$ cat config.mk
export PLATFORM = sky130hd
export DESIGN_NAME = simm_regload
export DESIGN_NICKNAME = d
export VERILOG_FILES = /design/src/rtl/simm_regload.sv
export SDC_FILE = /design/constraint.sdc
export NUM_CORES = 1
export LEC_CHECK = 0
export ABC_AREA = 1
export BUFFER_PORTS_ARGS = -buffer_cell sky130_fd_sc_hd__buf_2
export CORE_ASPECT_RATIO = 1.4
export CORE_MARGIN = 10
export CORE_UTILIZATION = 45
export DETAILED_ROUTE_END_ITERATION = 10
export PLACE_DENSITY = 0.67
export SYNTH_ARGS = -nofsm -noshare
export SYNTH_HDL_FRONTEND = slang
export SYNTH_SLANG_ARGS = --single-unit
$ cat constraint.sdc
create_clock -name clk -period 2.7 [get_ports clk]
set_clock_uncertainty 0.15 [all_clocks]
set_input_delay 0.54 -clock clk [delete_from_list [all_inputs] [get_ports clk]]
set_output_delay 0.54 -clock clk [all_outputs]
set_load 0.02 [all_outputs]
$ cat src/rtl/simm_regload.sv
module simm_regload #(
  parameter int XLEN  = 32,
  parameter int NREGS = 16,
  parameter int IMMW  = 8,
  parameter int INSNW = 16
) (
  input  logic                     clk,
  input  logic                     rst,
  input  logic                     insn_valid,
  input  logic [INSNW-1:0]         insn,
  input  logic [$clog2(NREGS)-1:0] rd_sel,
  output logic [XLEN-1:0]          rd_data,
  output logic [3:0]               nzvc,
  output logic                     illegal,
  output logic                     not_handled
);
  localparam int AW  = $clog2(NREGS);
  localparam int LOW = INSNW - IMMW;
  localparam int OPW = LOW - AW;
  localparam logic [OPW-2:0] FAMILY = 3'b110;

  logic [XLEN-1:0] rf [NREGS];
  logic [3:0]      flags_q;

  logic [AW-1:0]   dst;
  logic [OPW-1:0]  opc;
  logic [IMMW-1:0] imm;
  logic            ours, we;
  logic [XLEN-1:0] cur, wdata;

  assign dst = insn[AW-1:0];
  assign opc = insn[LOW-1:AW];
  assign imm = insn[INSNW-1:LOW];

  assign ours        = opc[OPW-1:1] == FAMILY;
  assign illegal     = insn_valid && ours && (dst == '0);
  assign not_handled = insn_valid && !ours;
  assign we          = insn_valid && ours && (dst != '0);

  assign cur   = rf[dst];
  assign wdata = opc[0] ? {{(XLEN-IMMW){imm[IMMW-1]}}, imm}
                        : {cur[XLEN-IMMW-1:0], imm};

  always_ff @(posedge clk) begin
    if (rst) begin
      for (int i = 0; i < NREGS; i++) rf[i] <= '0;
    end else if (we) begin
      rf[dst] <= wdata;
    end
  end

  always_ff @(posedge clk) begin
    if (rst) flags_q <= '0;
    else     flags_q <= flags_q;
  end

  assign rd_data = rf[rd_sel];
  assign nzvc    = flags_q;

  logic [NREGS*XLEN-1:0] rf_flat;
  for (genvar g = 0; g < NREGS; g++) begin : g_flat
    assign rf_flat[g*XLEN +: XLEN] = rf[g];
  end

  assert_load_sext_R2: assert property (@(posedge clk) disable iff (rst)
    (insn_valid && ours && opc[0] && dst != '0) |=>
      rf[$past(dst)] == {{(XLEN-IMMW){$past(imm[IMMW-1])}}, $past(imm)});

  assert_merge_shift_R3: assert property (@(posedge clk) disable iff (rst)
    (insn_valid && ours && !opc[0] && dst != '0) |=>
      rf[$past(dst)] == {$past(cur[XLEN-IMMW-1:0]), $past(imm)});

  assert_zero_dst_R5: assert property (@(posedge clk) disable iff (rst)
    illegal |=> $stable(rf_flat) && rf[0] == '0);

  assert_foreign_R9: assert property (@(posedge clk) disable iff (rst)
    (not_handled || !insn_valid) |=> $stable(rf_flat));

  assert_idle_R11: assert property (@(posedge clk) disable iff (rst)
    !insn_valid |-> !illegal && !not_handled);
endmodule

==> metrics, run 1 <==
status=finished, violations left; failing checks=negative setup slack; vias in the first global route=24.5k; largest register by flop count=rf; via count=24.8k; DP Worst Slack=-0.0970 ns; nets=3168; Critical Path Fanout Max=18; Final HPWL DP=59.1 mm; WL/cell=25.0 um; filler-free cell count of the finished design=4002; Critical Path End Type=output port; final setup vio count=1; Synth async-reset ratio=0%; MaxCap Viol Count=0; vias per std cell=6.21; Synth Register Bits=512; Worst-Margin Slew=0.964 ns; Max VDD drop=485 uV; max reg flops=512; Synth cell types=30; total gr overflow=0; Synth top cells by count=nand2_1, edfxtp_1, nor2_1, a21oi_1, o21ai_0; RePlAce Congestion=0.905; row count=107; antenna violations before repair=0; filler cell count in the final layout=5408; total net switching power=5160 uW; PnR worst setup slack=-0.0107 ns; Starting Density=45.6%; largest net degree at the start of global routing=114; endpoints failing hold=0; Clock Tree Buf Depth=3; Syn Area/Cell=8.89 um2; dpl cells=3903; die height=314 um; synthesized area=27800 um2; top flop regs=rf x512; Starting DRT DRC Count=3208; highest clock rate=0.369 GHz; # DRC=0; Final ANT Viol Nets=0; clock group share of total power=38.9%; max-slew violations=0; Post-Synthesis Cells=3129; PnR Total Power=19300 uW; IO Port Bufs=56; Final Critical Period=2.71 ns; post-synth top area share=55.3%; pwr/cell area=604 nW/um2; clock sinks=512; Die X=230 um; number of synthesized flops with an enable pin=512; first-pass GRT wire length=147 mm; cell-internal power=14200 uW; I/O pin count=61; post-synth top area cell=edfxtp_1; period utilization=100%; Reg clk slew, reported paths=0.07 ns; die area=72300 um2; Yosys warnings=0; crit path launch type=primary input; drt first pass iters=6; total wire length=100 mm; main flop type after synthesis=edfxtp_1; Min Hold Slack=0.341 ns; number of antenna repair diodes=0; most common cell in the synthesized netlist=nand2_1; gr usage total=26.7%; TritonCTS Buffers=51; WP data required=2.01 ns; core area=61000 um2; kind of critical path=primary input to output port; Worst-Skew Late Latency=0.61 ns; LEAKAGE=0.0127 uW; synthesis-to-layout area growth=15.2%; Layout Utilization=52.5%; RSZ-0062 raised after global routing=false; H-tree depth=2; Post-CTS Hold Fix Bufs=0; share of power burned in registers=47.6%; Net Sw Frac=26.7%; CTS tree=done; Root Driver=clkbuf_16; Comb power frac=13.6%; min-delay worst type=primary input to flop; share of layout cells above drive strength 1=14.8%; top cells by area, synth=edfxtp_1, nand2_1, a21oi_1; sequential-to-total area share from yosys stat=55.3%; slew margin rel.=35.7%; crit path DAT=2.02 ns
==> critical path: stages <==
cell      delay, ns
buf_12         0.16
buf_12         0.18
buf_12         0.17
o21ai_0        0.11
o221ai_1       0.33
nand3_2        0.18
nand2_2        0.13
buf_2          0.18
==> cell usage in the layout, fill, tap and decap left out, types with 10 or more instances in the layout <==
cell type / n
nand2_2: 28
buf_12: 84
o22ai_1: 13
o211ai_1: 37
nand2_1: 962
buf_4: 84
o221ai_1: 89
edfxtp_1: 512
a21oi_2: 84
o21ai_2: 10
nor2_1: 334
o21ai_0: 276
a21oi_1: 305
clkinv_2: 13
nand3_1: 65
conb_1: 36
o21ai_4: 14
buf_2: 49
inv_1: 62
clkbuf_16: 55
==> routing by layer <==
| metal | global-route usage [%] | part of all wire, % | wire length (um) |
|---|---|---|---|
| met5 | 0 | 0 | 0 |
| met4 | 16.0 | 6.1 | 6080 |
| met3 | 4.71 | 11 | 11100 |
| met2 | 44.1 | 47 | 47500 |
| met1 | 32.1 | 35 | 35400 |
==> repair_timing <==
action,CTS,global route
gates cloned,0,3
gates resized for setup,6,21
pin swaps,0,5
setup endpoints to repair,18,27
buffers inserted,0,3
==> stage by stage <==
stage,TNS (ns),instance area [um2]
final,-0.0107,32000
after global routing,0,32000
after CTS,0,31900
after detailed placement,-0.715,30100
after global placement,-0.277,30100
after floorplan,-2.72,28000
==> cells by family after synthesis <==
group / share of synthesized area, %
compound gates: 18.5
buf+inv: 6.59
flops: 55.3
other cells: 0.0135
simple gates: 19.6
==> power groups by stage <==
stage / clock network [uW] / logic, uW / registers (uW)
global placement: 0 / 2480 / 9340
global route: 7850 / 2790 / 9220
detailed placement: 0 / 2520 / 9360
CTS: 7520 / 2540 / 9190
finish: 7520 / 2630 / 9200
floorplan: 0 / 1490 / 9310
==> final timing paths <==
kind                                 from          to  slack (ns)  depth (start not counted)
worst min register to register  rf[13][3]   rf[9][11]        0.94                          9
worst max register to register  rf[4][17]  rf[12][25]        0.48                          8
worst min-delay path             insn[10]    rf[5][2]        0.34                          3
worst max-delay path            rd_sel[0]  rd_data[4]       -0.01                          8
==> final cells by class <==
class	instances	area, um2	share of cell area [%]
well taps	817	1020	3.19
repair buffers	227	2730	8.52
repair inverters	1	11.3	0.0351
clock buffers	59	1350	4.21
clock inverters	34	374	1.17
flip-flops and latches	512	15400	48.0
inverters	70	305	0.953
multi-input cells	2282	10900	33.9
Power figures use the tool's default switching activity.
==> run 2: changes to the inputs <==
--- a/config.mk
+++ b/config.mk
@@ -7,11 +7,13 @@
 export LEC_CHECK = 0
 export ABC_AREA = 1
 export BUFFER_PORTS_ARGS = -buffer_cell sky130_fd_sc_hd__buf_2
+export CELL_PAD_IN_SITES_DETAIL_PLACEMENT = 1
+export CELL_PAD_IN_SITES_GLOBAL_PLACEMENT = 1
 export CORE_ASPECT_RATIO = 1.4
 export CORE_MARGIN = 10
-export CORE_UTILIZATION = 45
+export CORE_UTILIZATION = 44
 export DETAILED_ROUTE_END_ITERATION = 10
-export PLACE_DENSITY = 0.67
+export PLACE_DENSITY = 0.8
 export SYNTH_ARGS = -nofsm -noshare
 export SYNTH_HDL_FRONTEND = slang
 export SYNTH_SLANG_ARGS = --single-unit
==> run 2 against run 1 <==
- the run now ends clean
- count of clock-buffer cells in the layout unchanged
- combinational power rose by 6%
- clock power decreased by 5.1%
- first-iteration DRC count rose by 6.7%
- register-to-register slack improved by 0.09 ns
- via count increased by 5.0%
- non-clock buffer count increased by 15
- critical path depth did not move
- setup slack improved by 0.038 ns
- sequential power is essentially flat
- global-route usage increased by 4.3 points
- routed wire length rose by 18%
==> metrics, run 2 (synthesized netlist as in run 1, its figures left out) <==
most common cell after layout, fill and taps aside=nand2_1; WP data required=2.01 ns (about the same); synthesis-to-layout area growth=15.4%; Die X=233 um (+1.0%); Root Driver=clkbuf_16; Worst-Skew Late Latency=0.62 ns (about the same); Critical Path End Type=output port; Worst setup startpoint=rd_sel[0]; Reg clk slew, reported paths=0.06 ns (about the same); TritonCTS Buffers=52 (+2.0%); clock group share of total power=37.3% (-1.6 points); Critical-path top delay cell=buf_12; Worst-Margin Slew=0.866 ns (-0.0985 ns); total gr overflow=0 (unchanged); Final HPWL DP=69.9 mm (+18%); WL/cell=29.2 um (+17%); max-slew violations=0 (unchanged); vias in the first global route=27.5k (+12%); # DRC=0 (unchanged); Starting Density=44.2% (-1.3 points); vias per std cell=6.48 (+4.3%); RePlAce Congestion=0.911 (+0.62%); core area=62900 um2 (+3.0%); share of power burned in registers=48.1% (+0.5 points); kind of critical path=primary input to output port; Critical Path Fanout Max=40 (+22); drt first pass iters=6 (unchanged); number of antenna repair diodes=0 (unchanged); Starting DRT DRC Count=3422 (+6.7%); gr usage total=30.9% (+4.3 points); first-pass GRT wire length=173 mm (+17%); largest register by flop count=rf; setup TNS=0 ns (+0.0107 ns); Comb power frac=14.6% (+1.0 points); total wire length=118 mm (+18%); clock sinks=512 (unchanged); most frequent cells in the layout=nand2_1, edfxtp_1, nor2_1, a21oi_1, o21ai_0; pwr/cell area=596 nW/um2 (-1.2%); filler cell count in the final layout=7108 (+31%); min-delay worst type=primary input to flop; total net switching power=5350 uW (+3.5%); cell mode on critical path=buf_12; Max VDD drop=476 uV (-1.8%); dpl cells=3934 (+0.79%); slew margin rel.=42.3% (+6.6 points); LEAKAGE=0.0127 uW (+0.27%); Final ANT Viol Nets=0 (unchanged); worst-path cell chain=buf_6 > buf_12 > buf_12 > o21ai_0 > o221ai_1 > nand3_1 > nand2_1 > buf_2; final setup vio count=0 (-1); via count=26.1k (+5.0%); status=finished, final reports clean; antenna violations before repair=1 (+1); H-tree depth=2 (unchanged); filler-free cell count of the finished design=4027 (+0.62%); share of layout cells above drive strength 1=14.9% (+0.11 points); largest net degree at the start of global routing=65 (-43%); cell-internal power=13800 uW (-2.7%); highest clock rate=0.374 GHz (+1.4%); MaxCap Viol Count=0 (unchanged); Post-CTS Hold Fix Bufs=0 (unchanged); I/O pin count=61 (unchanged); endpoints failing hold=0 (unchanged); period utilization=99.0% (-1.4 points); nets=3183 (+0.47%); Crit path largest cell delay=0.22 ns (-0.11 ns); CTS tree=done; Net Sw Frac=27.9% (+1.2 points); IO Port Bufs=56 (unchanged); FF-to-FF Start=rf[3][13]; worst hold start=insn[9]; RSZ-0062 raised after global routing=true; crit path DAT=1.98 ns (-0.04 ns); die height=318 um (+1.1%); row count=109 (+1.9%); max reg flops=512 (unchanged); Final Critical Period=2.67 ns (-0.0375 ns); top flop regs=rf x512; crit path launch type=primary input; Clock Tree Buf Depth=3 (unchanged); die area=73800 um2 (+2.1%)
==> run 2: cell types whose count changed in the layout (fill, tap and decap cells not counted), moves of 3 or more <==
cell / before / now
buf_16: 2 / 5
buf_4: 84 / 95
bufinv_16: 8 / 4
clkinv_1: 9 / 13
clkinv_2: 13 / 10
o21ai_0: 276 / 273
o21ai_1: 8 / 11
==> run 2: area by class of cell <==
| cell class | count | area [um2] | share of cell area [%] |
|---|---|---|---|
| clock inverter | 30 | 245 | 0.764 |
| multi-input combinational | 2282 | 10900 | 33.9 |
| clock buffer | 59 | 1350 | 4.20 |
| tap | 832 | 1040 | 3.24 |
| sequential | 512 | 15400 | 47.9 |
| inverter | 70 | 290 | 0.904 |
| timing repair buffer | 242 | 2940 | 9.15 |
==> run 2: power groups by stage <==
stage / combinational (uW) / clock (uW) / sequential, uW
finish: 2790 / 7140 / 9220
global route: 2920 / 7460 / 9240
CTS: 2690 / 7150 / 9210
detailed placement: 2660 / 0 / 9370
global placement: 2570 / 0 / 9350
floorplan: 1490 / 0 / 9310
==> run 2: worst max-delay path, delay by kind of cell <==
| family | cells | cell delay (ns) |
|---|---|---|
| simple gates | 2 | 0.33 |
| buf+inv | 4 | 0.73 |
| compound gates | 2 | 0.33 |
==> run 2: metal layers <==
metal  vias to the layer above  global-route usage, %  wire [um]
li1                      10801                      -          -
met1                     12814                   36.7      40800
met2                      1905                   50.3      55300
met3                       561                   5.39      12400
met4                         0                   21.4       9110
met5                         -                      0          0
==> run 2: what timing repair did <==
| item | CTS | global route |
|---|---|---|
| gates cloned | 1 | 2 |
| gates resized for setup | 4 | 22 |
| buffers inserted | 1 | 0 |
| pin swaps | 1 | 5 |
| setup endpoints to repair | 5 | 22 |
==> run 2: metrics by stage <==
stage | util [%] | worst slack [ns] | hold slack, ns | cell area (um2) | power [uW]
floorplan | - | -0.0293 | 0.655 | 28000 | 10800
global placement | 48.2 | 0.0338 | 0.920 | 30300 | 11900
detailed placement | 48.2 | -0.0452 | 0.935 | 30300 | 12000
CTS | 50.8 | 0.000220 | 0.351 | 32000 | 19000
global route | 51.1 | -0.0151 | 0.389 | 32100 | 19600
finish | 51.1 | 0.0268 | 0.366 | 32100 | 19100
==> run 2: final timing paths <==
path / cells past startpoint / endpoint / slack (ns)
setup reg to reg: 8 / rf[8][21] / 0.57
hold / removal: 3 / rf[1][1] / 0.37
hold reg to reg: 9 / rf[2][31] / 0.97
setup / recovery: 8 / rd_data[18] / 0.03
